<file path="src/rtl/dma_arb_pkg.sv">
// Package: shared types for the grouped DMA requester arbiter.
// Assumes: group codes are visible at the top-level ports.
package dma_arb_pkg;
    typedef enum logic [1:0] {
        GRP_NONE = 2'd0,
        GRP_VEC  = 2'd1,
        GRP_RX   = 2'd2,
        GRP_TX   = 2'd3
    } grp_e;
endpackage

</file>
<file path="src/rtl/dma_class_pick.sv">
// Module: dma_class_pick
// Combinational picker for one channel class. It returns the promoted
// channel when promotion is on and that channel is requesting. Otherwise
// it returns the first requesting channel at or after the rotation pointer.
// Assumes: ptr and prio_ch hold channel numbers; out-of-range values of
// prio_ch never promote.
module dma_class_pick #(
    parameter int N_CH  = 4,
    parameter int CH_W  = (N_CH > 1) ? $clog2(N_CH) : 1
) (
    input  logic [N_CH-1:0] req,
    input  logic [CH_W-1:0] ptr,
    input  logic            prio_en,
    input  logic [CH_W-1:0] prio_ch,
    output logic            hit,
    output logic [CH_W-1:0] idx,
    output logic            promoted
);
    logic prio_ok;

    // Promotion applies only to a valid, requesting preferred channel.
    always_comb begin
        prio_ok = prio_en && (int'(prio_ch) < N_CH) && req[prio_ch];
    end

    // Select the promoted channel, or else rotate from the pointer.
    always_comb begin
        int cand;
        hit      = 1'b0;
        idx      = '0;
        promoted = 1'b0;
        cand     = 0;
        if (prio_ok) begin
            hit      = 1'b1;
            idx      = prio_ch;
            promoted = 1'b1;
        end else begin
            for (int k = 0; k < N_CH; k++) begin
                cand = (int'(ptr) + k) % N_CH;
                if (!hit && req[cand]) begin
                    hit = 1'b1;
                    idx = CH_W'(cand);
                end
            end
        end
    end
endmodule

</file>
<file path="src/rtl/dma_rr_ptr.sv">
// Module: dma_rr_ptr
// Rotation pointer for one class. When an access won by this class ends,
// the pointer moves to the channel after the one served. It does not move
// if that access belonged to the promoted channel.
// Assumes: adv is a single-cycle strobe at the end of an access.
module dma_rr_ptr #(
    parameter int N_CH = 4,
    parameter int CH_W = (N_CH > 1) ? $clog2(N_CH) : 1
) (
    input  logic            clk,
    input  logic            rst_n,
    input  logic            adv,
    input  logic            promoted,
    input  logic [CH_W-1:0] served,
    output logic [CH_W-1:0] ptr
);
    // Reset to channel 0; step past the served channel on a normal access end.
    always_ff @(posedge clk) begin
        if (!rst_n) begin
            ptr <= '0;
        end else if (adv && !promoted) begin
            if (int'(served) == N_CH - 1) ptr <= '0;
            else                          ptr <= served + CH_W'(1);
        end
    end

    assert_ptr_promo_R8: assert property (@(posedge clk) disable iff (!rst_n)
        (adv && promoted) |=> $stable(ptr));

    assert_ptr_other_R6: assert property (@(posedge clk) disable iff (!rst_n)
        (!adv) |=> $stable(ptr));

    assert_ptr_step_R5: assert property (@(posedge clk) disable iff (!rst_n)
        (adv && !promoted) |=> (int'(ptr) == (int'($past(served)) + 1) % N_CH));
endmodule

</file>
<file path="src/rtl/dma_grp_arbiter.sv">
// Module: dma_grp_arbiter (top)
// Grants the shared bus to one DMA requester per access. The vector
// requester has the highest priority, then the receive class, then the
// transmit class. Each channel class uses dma_class_pick and keeps its
// own dma_rr_ptr. The grant is registered and held until access_done.
// Assumes: access_done is sampled only while a grant is outstanding.
module dma_grp_arbiter
    import dma_arb_pkg::*;
#(
    parameter int N_CH = 4,
    parameter int CH_W = (N_CH > 1) ? $clog2(N_CH) : 1,
    parameter int G_W  = 1 + 2 * N_CH
) (
    input  logic            clk,
    input  logic            rst_n,
    input  logic            vec_req,
    input  logic [N_CH-1:0] rx_req,
    input  logic [N_CH-1:0] tx_req,
    input  logic            access_done,
    input  logic            prio_en,
    input  logic [CH_W-1:0] prio_ch,
    output logic [G_W-1:0]  grant,
    output logic [1:0]      grant_grp,
    output logic [CH_W-1:0] grant_ch
);
    localparam int N_CLS  = 2;   // class 0 = receive, class 1 = transmit
    localparam int RX_OFS = 1;
    localparam int TX_OFS = 1 + N_CH;

    logic [N_CH-1:0] cls_req  [N_CLS];
    logic [CH_W-1:0] cls_ptr  [N_CLS];
    logic [CH_W-1:0] cls_idx  [N_CLS];
    logic            cls_hit  [N_CLS];
    logic            cls_prom [N_CLS];
    logic            cls_adv  [N_CLS];

    logic [G_W-1:0]  gnt_q, gnt_d;
    grp_e            grp_q, grp_d;
    logic [CH_W-1:0] ch_q, ch_d;
    logic            prom_q, prom_d;
    logic            busy, any_req, issue, finish;

    // Route the request vectors to the class slices.
    always_comb begin
        cls_req[0] = rx_req;
        cls_req[1] = tx_req;
    end

    // Status terms for the grant register.
    always_comb begin
        busy    = |gnt_q;
        any_req = vec_req || (|rx_req) || (|tx_req);
        issue   = !busy && any_req;
        finish  = busy && access_done;
    end

    generate
        for (genvar c = 0; c < N_CLS; c++) begin : g_cls
            dma_class_pick #(.N_CH(N_CH), .CH_W(CH_W)) u_pick (
                .req      (cls_req[c]),
                .ptr      (cls_ptr[c]),
                .prio_en  (prio_en),
                .prio_ch  (prio_ch),
                .hit      (cls_hit[c]),
                .idx      (cls_idx[c]),
                .promoted (cls_prom[c])
            );

            // A class advances only at the end of an access it won.
            always_comb begin
                cls_adv[c] = finish && (grp_q == ((c == 0) ? GRP_RX : GRP_TX));
            end

            dma_rr_ptr #(.N_CH(N_CH), .CH_W(CH_W)) u_ptr (
                .clk      (clk),
                .rst_n    (rst_n),
                .adv      (cls_adv[c]),
                .promoted (prom_q),
                .served   (ch_q),
                .ptr      (cls_ptr[c])
            );
        end
    endgenerate

    // Fixed class order: vector, then receive, then transmit.
    always_comb begin
        gnt_d  = '0;
        grp_d  = GRP_NONE;
        ch_d   = '0;
        prom_d = 1'b0;
        if (vec_req) begin
            gnt_d[0] = 1'b1;
            grp_d    = GRP_VEC;
        end else if (cls_hit[0]) begin
            gnt_d[RX_OFS + int'(cls_idx[0])] = 1'b1;
            grp_d  = GRP_RX;
            ch_d   = cls_idx[0];
            prom_d = cls_prom[0];
        end else if (cls_hit[1]) begin
            gnt_d[TX_OFS + int'(cls_idx[1])] = 1'b1;
            grp_d  = GRP_TX;
            ch_d   = cls_idx[1];
            prom_d = cls_prom[1];
        end
    end

    // Grant register: clear on reset or end of access, load when idle.
    always_ff @(posedge clk) begin
        if (!rst_n) begin
            gnt_q  <= '0;
            grp_q  <= GRP_NONE;
            ch_q   <= '0;
            prom_q <= 1'b0;
        end else if (finish) begin
            gnt_q  <= '0;
            grp_q  <= GRP_NONE;
            ch_q   <= '0;
            prom_q <= 1'b0;
        end else if (issue) begin
            gnt_q  <= gnt_d;
            grp_q  <= grp_d;
            ch_q   <= ch_d;
            prom_q <= prom_d;
        end
    end

    assign grant     = gnt_q;
    assign grant_grp = grp_q;
    assign grant_ch  = ch_q;

    assert_onehot_R11: assert property (@(posedge clk) disable iff (!rst_n)
        $onehot0(grant) && ((|grant) == (grant_grp != GRP_NONE)));

    assert_vec_first_R2: assert property (@(posedge clk) disable iff (!rst_n)
        (!busy && vec_req) |=> grant[0]);

    assert_rx_over_tx_R3: assert property (@(posedge clk) disable iff (!rst_n)
        (!busy && !vec_req && (|rx_req)) |=> (grant_grp == GRP_RX));

    assert_tx_last_R4: assert property (@(posedge clk) disable iff (!rst_n)
        (!busy && (vec_req || (|rx_req))) |=> (grant_grp != GRP_TX));

    assert_prio_win_R7: assert property (@(posedge clk) disable iff (!rst_n)
        (!busy && !vec_req && prio_en && rx_req[prio_ch])
            |=> (grant_grp == GRP_RX) && (grant_ch == $past(prio_ch)));

    assert_hold_R9: assert property (@(posedge clk) disable iff (!rst_n)
        (busy && !access_done) |=> $stable(grant));

    assert_release_R9: assert property (@(posedge clk) disable iff (!rst_n)
        (busy && access_done) |=> (grant == '0));

    assert_issue_R10: assert property (@(posedge clk) disable iff (!rst_n)
        (!busy && any_req) |=> (|grant));

    assert_idle_R12: assert property (@(posedge clk) disable iff (!rst_n)
        (!busy && !any_req) |=> (grant == '0));
endmodule

</file>
<file path="config.mk">
export PLATFORM = sky130hd
export DESIGN_NAME = dma_grp_arbiter
export DESIGN_NICKNAME = d
export VERILOG_FILES = /design/src/rtl/dma_arb_pkg.sv /design/src/rtl/dma_class_pick.sv /design/src/rtl/dma_rr_ptr.sv /design/src/rtl/dma_grp_arbiter.sv
export SDC_FILE = /design/constraint.sdc
export NUM_CORES = 1
export LEC_CHECK = 0
export BUFFER_PORTS_ARGS = -buffer_cell sky130_fd_sc_hd__buf_2
export CAP_MARGIN = 25
export CORE_MARGIN = 5
export CORE_UTILIZATION = 24
export DETAILED_ROUTE_END_ITERATION = 10
export GPL_TIMING_DRIVEN = 1
export SLEW_MARGIN = 20
export SYNTH_ARGS = -nofsm -noshare
export SYNTH_HDL_FRONTEND = slang
export SYNTH_SLANG_ARGS = --single-unit
</file>
<file path="constraint.sdc">
create_clock -name clk -period 5 [get_ports clk]
set_input_delay 0.5 -clock clk [delete_from_list [all_inputs] [get_ports clk]]
set_output_delay 0.5 -clock clk [all_outputs]
set_load 0.05 [all_outputs]
</file>
==> results by group <==
Global route
  – Antenna violations before repair: 0
  – Gr usage total: 10.4%
  – Global-route wire length before repair: 5490 um
  – Overflow after GRT: 0
  – Largest net degree at the start of global routing: 12
  – Vias in the first global route: 1128

Timing
  – RSZ-0062 raised after global routing: no
  – Fin Setup TNS: 0 ns
  – Final-report hold violation count: 0
  – Slew Limit Fails: 0
  – Fmax: 0.432 GHz
  – Slew Limit Headroom: 52.5%
  – Final setup violation count: 0
  – Crit share post-route: 46.3%
  – Slew of the pin with the lowest slew margin: 0.706 ns
  – Clock Skew: 0.00145 ns
  – Minimum clock period: 2.32 ns

Clocking
  – Longest Clk Path Bufs: 2
  – Clock-pin slew on the worst setup and hold paths: 0.07 ns
  – CTS resizes: 0
  – CTS Hold Bufs: 0
  – CTS sink count: 18
  – CTS root buffer: clkbuf_8
  – Post-CTS Setup Repair Bufs: 0
  – CTS buffer count: 3
  – CTS tree: done
  – H-tree depth: 1
  – Worst-Skew Late Latency: 0.25 ns

Critical path
  – Slowest cell delay on critical path: 0.41 ns
  – Reg2reg setup slack: 2.68 ns
  – Critical Path AT: 2.47 ns
  – Worst path cell trace: and2b_1, nor2_1, o22a_1, o21bai_1, a221oi_2, inv_1, ha_1, a31oi_1, o41ai_2
  – Worst r2r dst: grant[6]
  – CP Capture Type: register
  – Crit path max fanout: 4
  – Critical-path cell with the highest stage delay: a221oi_2
  – Worst r2r src: g_cls[0].u_ptr.ptr[0]
  – Worst Setup Start Kind: register
  – Worst r2r path cells: 9
  – Required @ worst endpoint: 5.16 ns
  – Crit path kind: reg2reg

Worst hold path
  – Hold path depth: 2
  – Hold crit path type: reg2reg
  – Hold path start: prom_q
  – WHS Endpoint: prom_q

Job
  – Max-Cap Viols: 0

Route
  – Initial DRC count: 53
  – DRT antenna net count: 0
  – WL per Instance: 13.4 um
  – DRC violations left: 0
  – Final WL: 3280 um
  – Total number of vias: 1164
  – DR vias/cell: 4.75
  – Drt pass-1 iters: 4

Synthesis
  – Fraction of registers with async set/reset: 0%
  – Cell Area, Synth: 1270 um^2
  – Post-synth top area cell: dfxtp_1
  – Top cell type's share of synthesized area: 28.4%
  – Synthesized flop and latch total: 18
  – Area contributors post-synth: dfxtp_1 (28%), nor2_1 (5.3%), ha_1 (4.9%)
  – Ys flop type: dfxtp_1
  – Post-Synthesis Cells: 148
  – Post-synthesis sequential area ratio: 28.4%
  – Synth top cells by count: dfxtp_1 (18), nor2_1 (18), nand2_1 (14)
  – Syn Nets: 168
  – Post-synth EDFFs: 0
  – Synth Warn #: 0
  – Post-synth cell types: 50
  – Post-Syn Area per Cell: 8.57 um^2

Layout
  – Share of cells above drive strength 1: 29.7%
  – Antenna Cells: 0
  – Core Util, Final: 29.7%
  – # nets final: 196
  – Area growth syn-to-layout: 19.5%

Floorplanning
  – Die Span Y: 82.7 um
  – Core area: 5110 um^2
  – Initial Util: 24.8%
  – Die X: 82.7 um
  – Floorplan row count: 26
  – Io pins: 28
  – DIE AREA: 6840 um^2

Power
  – Leakage: 0.623 nW
  – Pwr Density: 329 nW/um^2
  – IR Drop Worst-Case VDD: 0.205 mV

Placed design
  – Final Wtd Congestion: 0.817
  – Hpwl dp: 2650 um
  – Port bufs: 27

Status
  – Status: finished clean
[where the power goes]
group          internal (mW)  switching [mW]
Clock                 0.0699          0.0486
Combinational         0.0636           0.142
Sequential             0.160          0.0147
Total                  0.293           0.206
[cell families (layout without fill, tap and decap cells)]
logic type      Yosys count  count (layout)  share of synthesized area [%]
compound gates           44              44                           29.4
buf+inv                  13              40                           5.03
flops                    18              18                           28.4
simple gates             62              62                           27.0
fa+ha+maj                 5               5                           4.93
mux                       6               6                           5.23
[layout by cell type, fill, tap and decap left out, types with 3 or more instances in the layout]
master    instances
nand2_1          14
dfxtp_1          18
or2_2             3
nor2b_1           5
a21oi_1           9
o21ai_0           5
nor2_1           18
buf_2            27
mux2i_1           4
a31oi_1           3
inv_1             9
a21oi_2           3
ha_1              5
clkbuf_8          4
a211oi_1          3
nand4b_1          4
[worst max path at each step]
stage	end	startpoint	slack (ns)
floorplan	grant[6]	prio_ch[1]	2.72
global placement	grant[6]	rx_req[0]	2.56
detailed placement	grant[6]	rx_req[0]	2.41
CTS	grant[6]	g_cls[0].u_ptr.ptr[0]	2.65
global route	grant[6]	g_cls[0].u_ptr.ptr[0]	2.55
finish	grant[6]	g_cls[0].u_ptr.ptr[0]	2.68
[cell type report]
type                    count  area, um^2
fillers                   552        3590
multi-input cells         117         845
flip-flops and latches     18         360
repair buffers             27         135
well taps                  70        87.6
clock buffers               4        55.1
inverters                   9        33.8
[flip-flops by register name, summed over array words and instances (netlist names)]
name and count:
grant 9, grant_grp 2, prom_q 1, g_cls.u_ptr.ptr 4
grant_ch 2
[critical path, delay by kind of cell, from the launching register on]
kind / cells / cell delay, ns
fa+ha+maj: 1 / 0.29
simple gates: 2 / 0.31
buf+inv: 1 / 0.13
compound gates: 5 / 1.15
flops: 1 / 0.33
[metrics by stage]
stage                     setup WS (ns)  hold WS [ns]  cell area, um^2  instances  power, mW
after floorplan                    2.72         0.427             1270        148      0.332
after global placement             2.56         0.446             1460        241      0.382
after detailed placement           2.41         0.445             1460        241      0.384
after CTS                          2.65         0.455             1520        245      0.504
after global routing               2.55         0.510             1520        245      0.529
final                              2.68         0.457             1520        245      0.499
[layer usage]
layer	GRT usage (%)	wire length, um	share of wire (%)	up-vias
met3	2.39	170	5.2	4
met2	16.2	1530	47	25
li1	-	-	-	593
met5	0	0	0	-
met4	2.94	31	0.95	0
met1	14.2	1540	47	542
(Power assumes the default switching activity.)
